--- src/rtl/irda_tx_pkg.sv ---
package irda_tx_pkg;

    localparam int DATA_W      = 8;
    localparam int FRAME_W     = DATA_W + 2;
    localparam int MAX_DIV     = 16;
    localparam int PH_W        = $clog2(MAX_DIV);
    localparam int IDX_W       = $clog2(FRAME_W);
    localparam int PULSE_TICKS = 3;

    typedef enum logic [1:0] {
        MODE_CLK_MASTER = 2'b00,
        MODE_CLK_SLAVE  = 2'b01,
        MODE_ASYNC7     = 2'b10,
        MODE_ASYNC8     = 2'b11
    } tx_mode_e;

    typedef struct packed {
        logic     clk_ext;
        tx_mode_e mode;
        logic     div8;
        logic     irda_en;
        logic     invert;
    } tx_cfg_t;

    localparam tx_cfg_t CFG_RESET = '{
        clk_ext: 1'b0, mode: MODE_ASYNC8, div8: 1'b0, irda_en: 1'b0, invert: 1'b0
    };

    function automatic logic mode_is_async(tx_mode_e m);
        return (m == MODE_ASYNC7) || (m == MODE_ASYNC8);
    endfunction

    function automatic logic [FRAME_W-1:0] build_frame(tx_mode_e m, logic [DATA_W-1:0] d);
        if (m == MODE_ASYNC7)
            return {2'b11, d[DATA_W-2:0], 1'b0};
        return {1'b1, d, 1'b0};
    endfunction

    function automatic logic [IDX_W-1:0] frame_last(tx_mode_e m);
        if (m == MODE_ASYNC7)
            return IDX_W'(FRAME_W - 2);
        return IDX_W'(FRAME_W - 1);
    endfunction

    function automatic logic [PH_W-1:0] period_last(logic div8);
        if (div8)
            return PH_W'(MAX_DIV / 2 - 1);
        return PH_W'(MAX_DIV - 1);
    endfunction

endpackage

--- src/rtl/irda_tx_clksrc.sv ---
module irda_tx_clksrc #(
    parameter int SYNC_STAGES = 2
) (
    input  logic clk,
    input  logic rst,
    input  logic use_ext,
    input  logic tmr_tick,
    input  logic ext_clk,
    output logic tick
);
    logic [SYNC_STAGES-1:0] sync_q;
    logic                   prev_q;

    genvar g;
    generate
        for (g = 0; g < SYNC_STAGES; g++) begin : g_sync
            always_ff @(posedge clk) begin
                if (rst)
                    sync_q[g] <= 1'b0;
                else if (g == 0)
                    sync_q[g] <= ext_clk;
                else
                    sync_q[g] <= sync_q[(g > 0) ? g - 1 : 0];
            end
        end
    endgenerate

    always_ff @(posedge clk) begin
        if (rst)
            prev_q <= 1'b0;
        else
            prev_q <= sync_q[SYNC_STAGES-1];
    end

    logic ext_rise;
    assign ext_rise = sync_q[SYNC_STAGES-1] & ~prev_q;
    assign tick     = use_ext ? ext_rise : tmr_tick;

endmodule

--- src/rtl/irda_tx_framer.sv ---
module irda_tx_framer
    import irda_tx_pkg::*;
(
    input  logic               clk,
    input  logic               rst,
    input  logic               tick,
    input  logic               start,
    input  logic [FRAME_W-1:0] frame_in,
    input  logic [IDX_W-1:0]   last_idx,
    input  logic [PH_W-1:0]    period_m1,
    output logic               busy,
    output logic               cur_bit,
    output logic [PH_W-1:0]    phase
);
    logic [FRAME_W-1:0] shift_q;
    logic [IDX_W-1:0]   idx_q;
    logic [PH_W-1:0]    ph_q;
    logic               busy_q;

    always_ff @(posedge clk) begin
        if (rst) begin
            busy_q  <= 1'b0;
            ph_q    <= '0;
            idx_q   <= '0;
            shift_q <= '1;
        end else if (start) begin
            busy_q  <= 1'b1;
            ph_q    <= '0;
            idx_q   <= '0;
            shift_q <= frame_in;
        end else if (busy_q && tick) begin
            if (ph_q == period_m1) begin
                ph_q <= '0;
                if (idx_q == last_idx) begin
                    busy_q <= 1'b0;
                end else begin
                    idx_q   <= idx_q + 1'b1;
                    shift_q <= {1'b1, shift_q[FRAME_W-1:1]};
                end
            end else begin
                ph_q <= ph_q + 1'b1;
            end
        end
    end

    assign busy    = busy_q;
    assign cur_bit = shift_q[0];
    assign phase   = ph_q;

endmodule

--- src/rtl/irda_tx_encoder.sv ---
module irda_tx_encoder
    import irda_tx_pkg::*;
#(
    parameter int PULSE_LEN = PULSE_TICKS
) (
    input  logic            busy,
    input  logic            cur_bit,
    input  logic [PH_W-1:0] phase,
    input  logic            irda_en,
    input  logic            invert,
    output logic            tx
);
    logic nrz;
    logic idle_lvl;
    logic pulse_on;

    always_comb begin
        nrz      = busy ? cur_bit : 1'b1;
        idle_lvl = ~invert;
        pulse_on = busy && !cur_bit && (phase < PH_W'(PULSE_LEN));
        if (irda_en)
            tx = pulse_on ? ~idle_lvl : idle_lvl;
        else
            tx = nrz;
    end

endmodule

--- src/rtl/irda_async_tx.sv ---
module irda_async_tx
    import irda_tx_pkg::*;
#(
    parameter int SYNC_STAGES = 2,
    parameter int PULSE_LEN   = PULSE_TICKS
) (
    input  logic              clk,
    input  logic              rst,
    input  logic              tmr_tick,
    input  logic              ext_clk,
    input  logic              cfg_we,
    input  logic              cfg_clk_ext,
    input  logic [1:0]        cfg_mode,
    input  logic              cfg_div8,
    input  logic              cfg_irda_en,
    input  logic              cfg_invert,
    input  logic              in_valid,
    input  logic [DATA_W-1:0] in_data,
    output logic              in_ready,
    output logic              busy,
    output logic              tx_out
);
    tx_cfg_t cfg_q;
    logic    tick;
    logic    start;
    logic    cur_bit;
    logic [PH_W-1:0] phase;

    always_ff @(posedge clk) begin
        if (rst)
            cfg_q <= CFG_RESET;
        else if (cfg_we && !busy)
            cfg_q <= '{clk_ext: cfg_clk_ext, mode: tx_mode_e'(cfg_mode), div8: cfg_div8,
                       irda_en: cfg_irda_en, invert: cfg_invert};
    end

    assign in_ready = !busy && mode_is_async(cfg_q.mode);
    assign start    = in_valid && in_ready;

    irda_tx_clksrc #(.SYNC_STAGES(SYNC_STAGES)) u_clksrc (
        .clk      (clk),
        .rst      (rst),
        .use_ext  (cfg_q.clk_ext),
        .tmr_tick (tmr_tick),
        .ext_clk  (ext_clk),
        .tick     (tick)
    );

    irda_tx_framer u_framer (
        .clk       (clk),
        .rst       (rst),
        .tick      (tick),
        .start     (start),
        .frame_in  (build_frame(cfg_q.mode, in_data)),
        .last_idx  (frame_last(cfg_q.mode)),
        .period_m1 (period_last(cfg_q.div8)),
        .busy      (busy),
        .cur_bit   (cur_bit),
        .phase     (phase)
    );

    irda_tx_encoder #(.PULSE_LEN(PULSE_LEN)) u_enc (
        .busy    (busy),
        .cur_bit (cur_bit),
        .phase   (phase),
        .irda_en (cfg_q.irda_en),
        .invert  (cfg_q.invert),
        .tx      (tx_out)
    );

endmodule

--- config.mk ---
export PLATFORM = sky130hd
export DESIGN_NAME = irda_async_tx
export DESIGN_NICKNAME = d
export VERILOG_FILES = /design/src/rtl/irda_tx_pkg.sv /design/src/rtl/irda_tx_clksrc.sv /design/src/rtl/irda_tx_framer.sv /design/src/rtl/irda_tx_encoder.sv /design/src/rtl/irda_async_tx.sv
export SDC_FILE = /design/constraint.sdc
export NUM_CORES = 1
export LEC_CHECK = 0
export BUFFER_PORTS_ARGS = -buffer_cell sky130_fd_sc_hd__buf_2
export CORE_MARGIN = 2
export CORE_UTILIZATION = 58
export CTS_CLUSTER_SIZE = 24
export DETAILED_ROUTE_END_ITERATION = 10
export PLACE_DENSITY = 0.82
export SYNTH_ARGS = -nofsm -noshare
export SYNTH_HDL_FRONTEND = slang
export SYNTH_SLANG_ARGS = --single-unit
export TNS_END_PERCENT = 20
--- constraint.sdc ---
create_clock -name clk -period 3.4 [get_ports clk]
set_input_delay 0.68 -clock clk [delete_from_list [all_inputs] [get_ports clk]]
set_output_delay 0.68 -clock clk [all_outputs]
set_load 0.02 [all_outputs]
==> flow_summary_export.csv, run 1 <==
group,metric,value,unit
route,first_iter_violations,7,
critical_path,worst_setup_path_end_kind,"primary output",
synthesis,syn_nets,168,
synthesis,synth-compound-area-share,0.221,
cts,cts.sinks,27,
sta,finalCriticalPeriod,2.24,ns
die,io_pins,23,
synthesis,synthAdderAreaFrac,0.0189,
synthesis,synth_simple_gate_area_share,0.190,
placed_design,dpl_cell_area,1430,µm²
placed_design,pre_cts_ws,1.49,ns
sta,finalHoldViolations,0,
placed_design,dpl.cell_count,188,
sta,worstMarginPinSlew,0.737,ns
cts,max-clock-path-buffers,2,
cts,clk_latency,0.31,ns
sta,period_share,0.658,
synthesis,synth_top_family_by_area,"compound AO/OA/AOI/OAI gates",
synthesis,synth_top_area_frac,0.409,
cts,cts_hold_buf,0,
route,wl,2580,µm
synthesis,ys_types,36,
sta,rsz0062_at_grt,"no",
route,via_count,1100,
power_and_ir_drop,p_per_area,398,nW/µm²
route,wl_per_cell,13.4,µm
global_route,grt_pass1_wl,4410,µm
power_and_ir_drop,total_power,0.579,mW
power_and_ir_drop,ir_drop,0.000296,V
final_layout,area_growth,10.0,%
cts,clkSlewWorstSetupHoldPaths,0.14,ns
status,status,"finished clean",
global_route,first_global_vias,1007,
synthesis,synth_xor_area_frac,0.0255,
synthesis,seq_area_frac_synth,0.409,
placed_design,hpwl,1920,µm
synthesis,netlist_top_cells_area,"dfxtp_1, mux2i_1, a21oi_1",
sta,max_freq,447,MHz
sta,drv_slew,0,
global_route,track_usage,0.216,
die,die_area,2680,µm²
sta,setup-tns-final,0,ns
die,die_w,51.8,µm
route,firstDrtPassIters,4,
power_and_ir_drop,p_leak,0.624,nW
final_layout,n_antenna_cell,0,
cts,htree_num_levels,1,
critical_path,crit_required,2.72,ns
cts,cts-root-buf,"clkbuf_4",
global_route,grt_max_degree,26,
cts,postCtsSetupRepairBufs,0,
final_layout,nets,187,
final_layout,postLayoutCellArea,1460,µm²
critical_path,crit_path_max_fanout,11,
die,core_area,2190,µm²
critical_path,critPathKind,"flop to primary output",
sta,finClkSkew,0.00124,ns
placed_design,portBuffers,22,
global_route,antenna_found_initial,0,
worst_hold_path,hold_class,"flop to flop",
critical_path,start_kind,"flop",
die,initial_utilization,0.604,
die,rows,17,
synthesis,syn_area_per_cell,9.06,µm²
die,fp.dieH,51.8,µm
critical_path,cp_data_arrival_time,1.56,ns
sta,fin_hold_ws,0.465,ns
final_layout,fin_cells,192,
route,postRouteAntennaNets,0,
run,drv_cap,0,
route,vias_per_cell,5.73,
sta,maxSlewHeadroom,0.508,
final_layout,drive_gt1_frac,0.183,
sta,setup_slack,1.16,ns
final_layout,final_cell_mix,"dfxtp_1, a21oi_1, buf_2, mux2i_1, nor2_1",
cts,cts_buffers,3,
synthesis,synth_top_cell_by_area,"dfxtp_1",
synthesis,netlist_area,1320,µm²
route,drcViolationCount,0,
final_layout,fin_util,0.664,
final_layout,layout_commonest_cell,"dfxtp_1",
sta,setup_viol,0,
synthesis,muxShareOfSynthArea,0.106,
synthesis,syn_inst,146,
cts,cts_tree,"yes",
synthesis,synth-seq-cells,27,
synthesis,synth_warnings,0,
final_layout,fillerInstances,179,
placed_design,gp_congestion,0.934,
global_route,grt-ovfl-total,0,
cts,cts-resized-gates,0,
cells in the mapped netlist:
| cell | number |
|---|---|
| a21o_1 | 9 |
| clkbuf_1 | 5 |
| nand2_1 | 7 |
| ha_1 | 2 |
| and3b_1 | 1 |
| buf_2 | 1 |
| o21ai_0 | 6 |
| a21oi_1 | 22 |
| a2bb2oi_1 | 1 |
| mux2i_1 | 14 |
| nor3_1 | 2 |
| or4_1 | 1 |
| xnor2_1 | 1 |
| nand3b_1 | 2 |
| buf_4 | 2 |
| dfxtp_1 | 27 |
| nand3_1 | 4 |
| o21ai_2 | 1 |
| and2_4 | 1 |
| o211ai_1 | 1 |
| xor2_2 | 1 |
| nor2b_1 | 9 |
| and3b_2 | 1 |
| a221oi_1 | 1 |
| xor2_1 | 1 |
| and4b_4 | 1 |
| o211a_1 | 1 |
| nand4b_1 | 1 |
| o21a_1 | 1 |
| and2_1 | 1 |
| a211o_1 | 2 |
| nor2_1 | 11 |
| a32oi_1 | 1 |
| or3_1 | 2 |
| nand2b_1 | 1 |
| o31ai_1 | 1 |
sequential cells by signal, indices dropped and copies added (netlist names):
name and count:
u_framer.busy 1, u_framer.shift_q 9, u_clksrc.sync_q 2, u_framer.phase 4
cfg_q 6, u_framer.idx_q 4, u_clksrc.prev_q 1
per-layer routing:
metal / global-route usage / share of wire / wire length [µm]
met1: 0.294 / 0.48 / 1240
met2: 0.359 / 0.48 / 1240
met3: 0.0345 / 0.029 / 76
met4: 0.0526 / 0.0066 / 17
met5: 0 / 0 / 0
cell families after synthesis:
| family | Yosys count |
|---|---|
| compound gates | 47 |
| xor+xnor | 3 |
| fa+ha+maj | 2 |
| buf+inv | 8 |
| flops | 27 |
| mux | 14 |
| simple gates | 45 |
path summary, 6_finish.rpt:
kind	from	end	slack [ns]	cells after the start
hold reg to reg	u_clksrc.sync_q[0]$_SDFF_PP0_	u_clksrc.sync_q[1]$_SDFF_PP0_	0.46	1
setup reg to reg	u_framer.busy$_SDFFE_PP0P_	u_framer.shift_q[2]$_SDFFE_PP1P_	1.63	4
hold / removal	u_clksrc.sync_q[0]$_SDFF_PP0_	u_clksrc.sync_q[1]$_SDFF_PP0_	0.46	1
setup / recovery	u_framer.busy$_SDFFE_PP0P_	tx_out	1.16	5
power breakdown:
part           internal, mW  switching (mW)
Clock                0.0457          0.0910
Sequential            0.335          0.0153
Combinational        0.0413          0.0506
Total                 0.423           0.157
worst max-delay path: stages, from the launching register on:
cell     delay [ns]
dfxtp_1        0.57
nor2b_1        0.24
nand3_1        0.09
o21ai_0        0.08
a21o_1         0.12
buf_2          0.15
final cells by class:
cell class	instances	area (µm²)	share of cell area
Tap cell	28	35.0	0.0241
Clock buffer	4	26.3	0.0181
Sequential cell	27	541	0.371
Multi-Input combinational cell	111	743	0.511
Timing Repair Buffer	22	110	0.0757
No activity file was read; power rests on OpenSTA's default activity.
==> run 2, diff against run 1 <==
--- a/config.mk
+++ b/config.mk
@@ -5,12 +5,13 @@
 export SDC_FILE = /design/constraint.sdc
 export NUM_CORES = 1
 export LEC_CHECK = 0
+export ABC_AREA = 1
 export BUFFER_PORTS_ARGS = -buffer_cell sky130_fd_sc_hd__buf_2
 export CORE_MARGIN = 2
-export CORE_UTILIZATION = 58
+export CORE_UTILIZATION = 49
 export CTS_CLUSTER_SIZE = 24
 export DETAILED_ROUTE_END_ITERATION = 10
-export PLACE_DENSITY = 0.82
+export PLACE_DENSITY = 0.74
 export SYNTH_ARGS = -nofsm -noshare
 export SYNTH_HDL_FRONTEND = slang
 export SYNTH_SLANG_ARGS = --single-unit
==> constraint.sdc (replaced) <==
create_clock -name clk -period 1.8 [get_ports clk]
set_input_delay 0.36 -clock clk [delete_from_list [all_inputs] [get_ports clk]]
set_output_delay 0.36 -clock clk [all_outputs]
set_load 0.02 [all_outputs]
==> flow_summary_export.csv, run 2 <==
group,metric,value,unit
final_layout,largest_reg_flops,9,
synthesis,synth-seq-cells,27,
synthesis,synth_top_cell_by_area,"dfxtp_1",
route,via_count,1245,
synthesis,synth-compound-area-share,0.0747,
status,status,"finished clean",
route,firstDrtPassIters,4,
synthesis,muxShareOfSynthArea,0,
cts,cts-root-buf,"clkbuf_4",
die,core_area,2730,µm²
global_route,first_global_vias,1142,
final_layout,final_cell_mix,"nand2_1, inv_1, dfxtp_1, nand3_1, buf_2",
power_and_ir_drop,ir_drop,0.000655,V
final_layout,drive_gt1_frac,0.228,
power_and_ir_drop,p_leak,0.776,nW
global_route,track_usage,0.179,
power_and_ir_drop,total_power,1.13,mW
sta,finClkSkew,0.00395,ns
power_and_ir_drop,swShare,0.288,
cts,cts.sinks,27,
global_route,grt_max_degree,19,
final_layout,postLayoutCellArea,1590,µm²
cts,cts_buffers,3,
route,postRouteAntennaNets,0,
sta,period_share,0.969,
cts,cts_tree,"yes",
die,initial_utilization,0.515,
global_route,grt_pass1_wl,4710,µm
die,io_pins,23,
sta,rsz0062_at_grt,"yes",
synthesis,synth_top_family_by_area,"simple AND/OR/NAND/NOR gates",
synthesis,synth_warnings,0,
run,drv_cap,0,
placed_design,dpl_cell_area,1520,µm²
worst_hold_path,hold_class,"input port to flop",
die,fp.dieH,57.6,µm
cts,clkSlewWorstSetupHoldPaths,0.14,ns
cts,clk_latency,0.32,ns
final_layout,layout_commonest_cell,"nand2_1",
synthesis,synthAdderAreaFrac,0.0178,
final_layout,n_antenna_cell,0,
cts,max-clock-path-buffers,2,
final_layout,reg_top3,"u_framer.shift_q (9), cfg_q (6)",
synthesis,async_flop_share,0,
synthesis,syn_inst,195,
final_layout,nets,242,
synthesis,syn_area_per_cell,7.22,µm²
cts,htree_num_levels,1,
synthesis,synth_most_common_cell,"nand2_1",
power_and_ir_drop,power.net_switching,0.326,mW
sta,finalCriticalPeriod,1.74,ns
synthesis,ys_types,28,
synthesis,netlist_top_cells_area,"dfxtp_1, nand2_1, nand3_1",
sta,setup_viol,0,
sta,maxSlewHeadroom,0.805,
global_route,antenna_found_initial,0,
sta,worstMarginPinSlew,0.292,ns
placed_design,gp_congestion,0.763,
sta,drv_slew,0,
global_route,grt-ovfl-total,0,
synthesis,synth_xor_area_frac,0.0187,
power_and_ir_drop,power_frac_clock,0.231,
sta,setup-tns-final,0,ns
critical_path,cp_data_arrival_time,1.38,ns
placed_design,portBuffers,22,
critical_path,crit_path_max_fanout,3,
critical_path,worst_setup_path_end_kind,"primary output",
synthesis,netlist_top_cells_count,"nand2_1, dfxtp_1, inv_1",
sta,finalHoldViolations,0,
synthesis,synth_top_area_frac,0.384,
final_layout,area_growth,13.0,%
die,die_area,3320,µm²
synthesis,seq_area_frac_synth,0.384,
critical_path,critPathKind,"flop to primary output",
route,drcViolationCount,0,
final_layout,largest_register,"u_framer.shift_q",
power_and_ir_drop,internal-power,0.809,mW
placed_design,hpwl,1970,µm
die,rows,19,
synthesis,synth_simple_gate_area_share,0.396,
die,die_w,57.6,µm
route,wl_per_cell,10.9,µm
synthesis,netlist_area,1410,µm²
synthesis,synth_edf_count,0,
cts,cts_hold_buf,0,
final_layout,fillerInstances,271,
route,wl,2710,µm
critical_path,crit_required,1.44,ns
power_and_ir_drop,pwr-share-seq,0.580,
route,vias_per_cell,4.98,
sta,max_freq,573,MHz
synthesis,syn_nets,217,
power_and_ir_drop,p_per_area,714,nW/µm²
critical_path,start_kind,"flop",
route,first_iter_violations,26,
synthesis,ys.flop_type,"dfxtp_1",
power_and_ir_drop,combPwrFrac,0.188,
==> run 2: changes by cell type after synthesis, sizes merged, moves of 5 or more <==
cell	change
nand3	+20
a21o	-9
a21oi	-12
nor2b	-9
nand2	+50
inv	+28
nor2	+7
clkbuf	-5
mux2i	-14
nand4	+5
==> run 2: power groups by stage <==
stage,sequential (mW),combinational [mW],clock (mW)
2_1_floorplan,0.669,0.146,0
3_3_place_gp,0.670,0.205,0
3_5_place_dp,0.671,0.208,0
4_1_cts,0.657,0.213,0.267
5_1_grt,0.664,0.244,0.301
6_report,0.659,0.214,0.263
==> run 2: cell families (layout without fill, tap and decap cells) <==
logic type                 after synthesis  in the layout
DFF                                     27             27
AOI/OAI and AO/OA                       19             19
xor gates and xnor gates                 3              3
buffers and inverters                   33             57
and+or+nand+nor                        111            111
adders and majority gates                2              2
==> run 2: timing repair <==
| item | in CTS | in global routing |
|---|---|---|
| setup endpoints to repair | 1 | 1 |
| setup buffers | 1 | 0 |
| gates resized for setup | 6 | 3 |
==> run 2: worst paths after layout <==
path | start | to | depth (start not counted) | slack [ns]
max | u_framer.phase[1]$_SDFFE_PP0P_ | tx_out | 6 | 0.06
min | ext_clk | u_clksrc.sync_q[0]$_SDFF_PP0_ | 3 | 0.22
max reg2reg | u_framer.phase[0]$_SDFFE_PP0P_ | u_framer.shift_q[6]$_SDFFE_PP1P_ | 8 | 0.35
min reg2reg | u_clksrc.sync_q[0]$_SDFF_PP0_ | u_clksrc.sync_q[1]$_SDFF_PP0_ | 2 | 0.42
==> run 2: per-layer routing <==
| layer | vias up | share of wire | global-route usage |
|---|---|---|---|
| li1 | 671 | - | - |
| met3 | 5 | 0.020 | 0.0204 |
| met1 | 555 | 0.51 | 0.248 |
| met5 | - | 0 | 0 |
| met4 | 0 | 0.014 | 0.0598 |
| met2 | 14 | 0.46 | 0.291 |
==> run 2: final cells by class <==
class | count | area (µm²) | share of cell area
well taps | 31 | 38.8 | 0.0244
multi-input cells | 135 | 738 | 0.464
flip-flops and latches | 27 | 543 | 0.341
repair buffers | 25 | 139 | 0.0873
clock buffers | 4 | 26.3 | 0.0165
inverters | 28 | 105 | 0.0661
==> run 2: per-stage QoR <==
stage | util | worst slack, ns | hold WS (ns) | instances
global placement | 0.557 | 0.289 | 0.401 | 245
detailed placement | 0.557 | 0.260 | 0.408 | 245
global route | 0.582 | -0.0252 | 0.216 | 250
floorplan | - | 0.417 | 0.388 | 195
finish | 0.582 | 0.0562 | 0.220 | 250
CTS | 0.574 | 0.0102 | 0.223 | 250
==> run 2: critical path, stage by stage (launching register included) <==
cell	delay, ns
dfxtp_2	0.37
ha_4	0.17
nor3_4	0.12
o21ai_1	0.09
xor2_1	0.13
inv_1	0.06
buf_6	0.13
==> run 3, diff against run 2 <==
--- a/config.mk
+++ b/config.mk
@@ -8,11 +8,13 @@
 export ABC_AREA = 1
 export BUFFER_PORTS_ARGS = -buffer_cell sky130_fd_sc_hd__buf_2
 export CORE_MARGIN = 2
-export CORE_UTILIZATION = 49
+export CORE_UTILIZATION = 52
+export CTS_BUF_LIST = sky130_fd_sc_hd__clkbuf_4 sky130_fd_sc_hd__clkbuf_8
 export CTS_CLUSTER_SIZE = 24
 export DETAILED_ROUTE_END_ITERATION = 10
-export PLACE_DENSITY = 0.74
+export PLACE_DENSITY = 0.77
+export SKIP_CTS_REPAIR_TIMING = 1
 export SYNTH_ARGS = -nofsm -noshare
 export SYNTH_HDL_FRONTEND = slang
 export SYNTH_SLANG_ARGS = --single-unit
-export TNS_END_PERCENT = 20
+export TNS_END_PERCENT = 10
==> flow_summary_export.csv, run 3 (synthesized netlist as in run 2, its figures left out) <==
group,metric,value,unit
cts,htree_num_levels,1,
route,wl,2770,µm
die,die_area,3140,µm²
worst_hold_path,hold_class,"input port to flop",
sta,setup-tns-final,0,ns
run,drv_cap,0,
route,drcViolationCount,0,
power_and_ir_drop,power_frac_clock,0.243,
sta,rsz0062_at_grt,"yes",
sta,max_freq,573,MHz
placed_design,portBuffers,22,
power_and_ir_drop,combPwrFrac,0.183,
worst_hold_path,hold_depth,2,
route,postRouteAntennaNets,0,
global_route,grt_pass1_wl,4710,µm
placed_design,gp_congestion,0.779,
final_layout,largest_reg_flops,9,
final_layout,nets,241,
critical_path,reg2reg_depth,8,
critical_path,worst_setup_path_end_kind,"primary output",
power_and_ir_drop,p_leak,0.770,nW
critical_path,start_kind,"flop",
cts,cts_tree,"yes",
die,fp.dieH,56.0,µm
cts,max-clock-path-buffers,2,
final_layout,drive_gt1_frac,0.229,
critical_path,crit_path_max_fanout,4,
route,vias_per_cell,5.13,
cts,cts-root-buf,"clkbuf_4",
critical_path,slowest_stage,"dfxtp_4",
sta,finClkSkew,0.00162,ns
sta,worstMarginPinSlew,0.294,ns
final_layout,largest_register,"u_framer.shift_q",
die,core_area,2520,µm²
critical_path,critPathMaxStageDelay,0.39,ns
power_and_ir_drop,total_power,1.15,mW
power_and_ir_drop,pwr-share-seq,0.575,
cts,clkSlewWorstSetupHoldPaths,0.14,ns
power_and_ir_drop,ir_drop,0.000509,V
sta,finalCriticalPeriod,1.75,ns
die,io_pins,23,
route,wl_per_cell,11.2,µm
final_layout,area_growth,12.4,%
critical_path,cp_data_arrival_time,1.39,ns
power_and_ir_drop,p_per_area,725,nW/µm²
global_route,grt_max_degree,19,
power_and_ir_drop,internal-power,0.821,mW
global_route,grt-ovfl-total,0,
global_route,antenna_found_initial,0,
sta,period_share,0.969,
worst_hold_path,min_from,"rst",
die,rows,18,
critical_path,critPathKind,"flop to primary output",
route,firstDrtPassIters,4,
sta,drv_slew,0,
power_and_ir_drop,swShare,0.284,
cts,cts_buffers,3,
final_layout,layout_commonest_cell,"nand2_1",
final_layout,fillerInstances,239,
die,initial_utilization,0.558,
critical_path,r2r_end,"u_framer.shift_q[5]$_SDFFE_PP1P_",
power_and_ir_drop,power.net_switching,0.325,mW
cts,clk_latency,0.32,ns
route,first_iter_violations,25,
sta,maxSlewHeadroom,0.803,
final_layout,reg_top3,"u_framer.shift_q (9), cfg_q (6)",
critical_path,crit_required,1.44,ns
sta,finalHoldViolations,0,
global_route,track_usage,0.181,
final_layout,final_cell_mix,"nand2_1, inv_1, dfxtp_1, nand3_1, buf_2",
critical_path,r2r-start,"u_framer.phase[0]$_SDFFE_PP0P_",
placed_design,hpwl,2090,µm
route,via_count,1271,
global_route,first_global_vias,1151,
die,die_w,56.0,µm
sta,setup_viol,0,
cts,cts.sinks,27,
critical_path,crit_chain,"ha_4, nor3_2, o21ai_1, xor2_1, inv_1, buf_6",
critical_path,r2r_slack,0.32,ns
final_layout,n_antenna_cell,0,
status,status,"finished clean",
worst_hold_path,whs_endpoint,"u_clksrc.sync_q[1]$_SDFF_PP0_",
-- run 3: cell count changes in the layout (fill, tap and decap cells not counted) --
cell,previous run,this run
nor3_4,1,0
clkbuf_1,1,0
clkbuf_4,3,4
nor3_2,0,1
buf_4,3,2
dfxtp_4,0,1
dfxtp_2,2,1
-- run 3: critical path, delay by kind of cell (launching register included) --
| kind | cells | cell delay [ns] |
|---|---|---|
| AOI/OAI and AO/OA | 1 | 0.09 |
| xor gates and xnor gates | 1 | 0.14 |
| adders and majority gates | 1 | 0.16 |
| buffers and inverters | 2 | 0.18 |
| DFF | 1 | 0.39 |
| and+or+nand+nor | 1 | 0.11 |
-- run 3: power by group through the flow --
stage | Sequential (mW) | Combinational [mW] | Clock (mW)
2_1_floorplan | 0.669 | 0.146 | 0
3_3_place_gp | 0.669 | 0.200 | 0
3_5_place_dp | 0.671 | 0.206 | 0
4_1_cts | 0.658 | 0.207 | 0.281
5_1_grt | 0.664 | 0.236 | 0.312
6_report | 0.659 | 0.210 | 0.278
-- run 3: worst max-delay path by stage --
stage                                        start                                to  slack, ns
global route        u_framer.phase[0]$_SDFFE_PP0P_                            tx_out      -0.02
global placement    u_framer.phase[0]$_SDFFE_PP0P_                            tx_out       0.32
floorplan           u_framer.phase[0]$_SDFFE_PP0P_                            tx_out       0.42
CTS                 u_framer.phase[0]$_SDFFE_PP0P_                            tx_out       -0.1
detailed placement  u_framer.phase[0]$_SDFFE_PP0P_  u_framer.shift_q[5]$_SDFFE_PP1P_       0.26
finish              u_framer.phase[0]$_SDFFE_PP0P_                            tx_out       0.05
-- run 3: area by class of cell --
cell class,count,area [µm²],area share
Clock buffer,4,30.0,0.0190
Inverter,28,105,0.0665
Multi-Input combinational cell,135,732,0.463
Sequential cell,27,546,0.345
Tap cell,30,37.5,0.0237
Timing Repair Buffer,24,131,0.0831
-- run 3: routing by layer --
| metal | global-route usage | routed length, µm | vias to the layer above |
|---|---|---|---|
| li1 | - | - | 670 |
| met1 | 0.242 | 1290 | 580 |
| met2 | 0.303 | 1390 | 19 |
| met3 | 0.0302 | 69 | 2 |
| met4 | 0.0476 | 15 | 0 |
| met5 | 0 | 0 | - |
-- run 3: stage by stage --
step / util / setup slack (ns) / cells / hold WS [ns] / instance area (µm²)
3_5_place_dp: 0.604 / 0.256 / 244 / 0.427 / 1520
6_report: 0.627 / 0.0549 / 248 / 0.232 / 1580
3_3_place_gp: 0.604 / 0.318 / 244 / 0.399 / 1520
2_1_floorplan: - / 0.417 / 195 / 0.388 / 1410
5_1_grt: 0.627 / -0.0191 / 248 / 0.219 / 1580
4_1_cts: 0.616 / -0.0964 / 248 / 0.229 / 1550
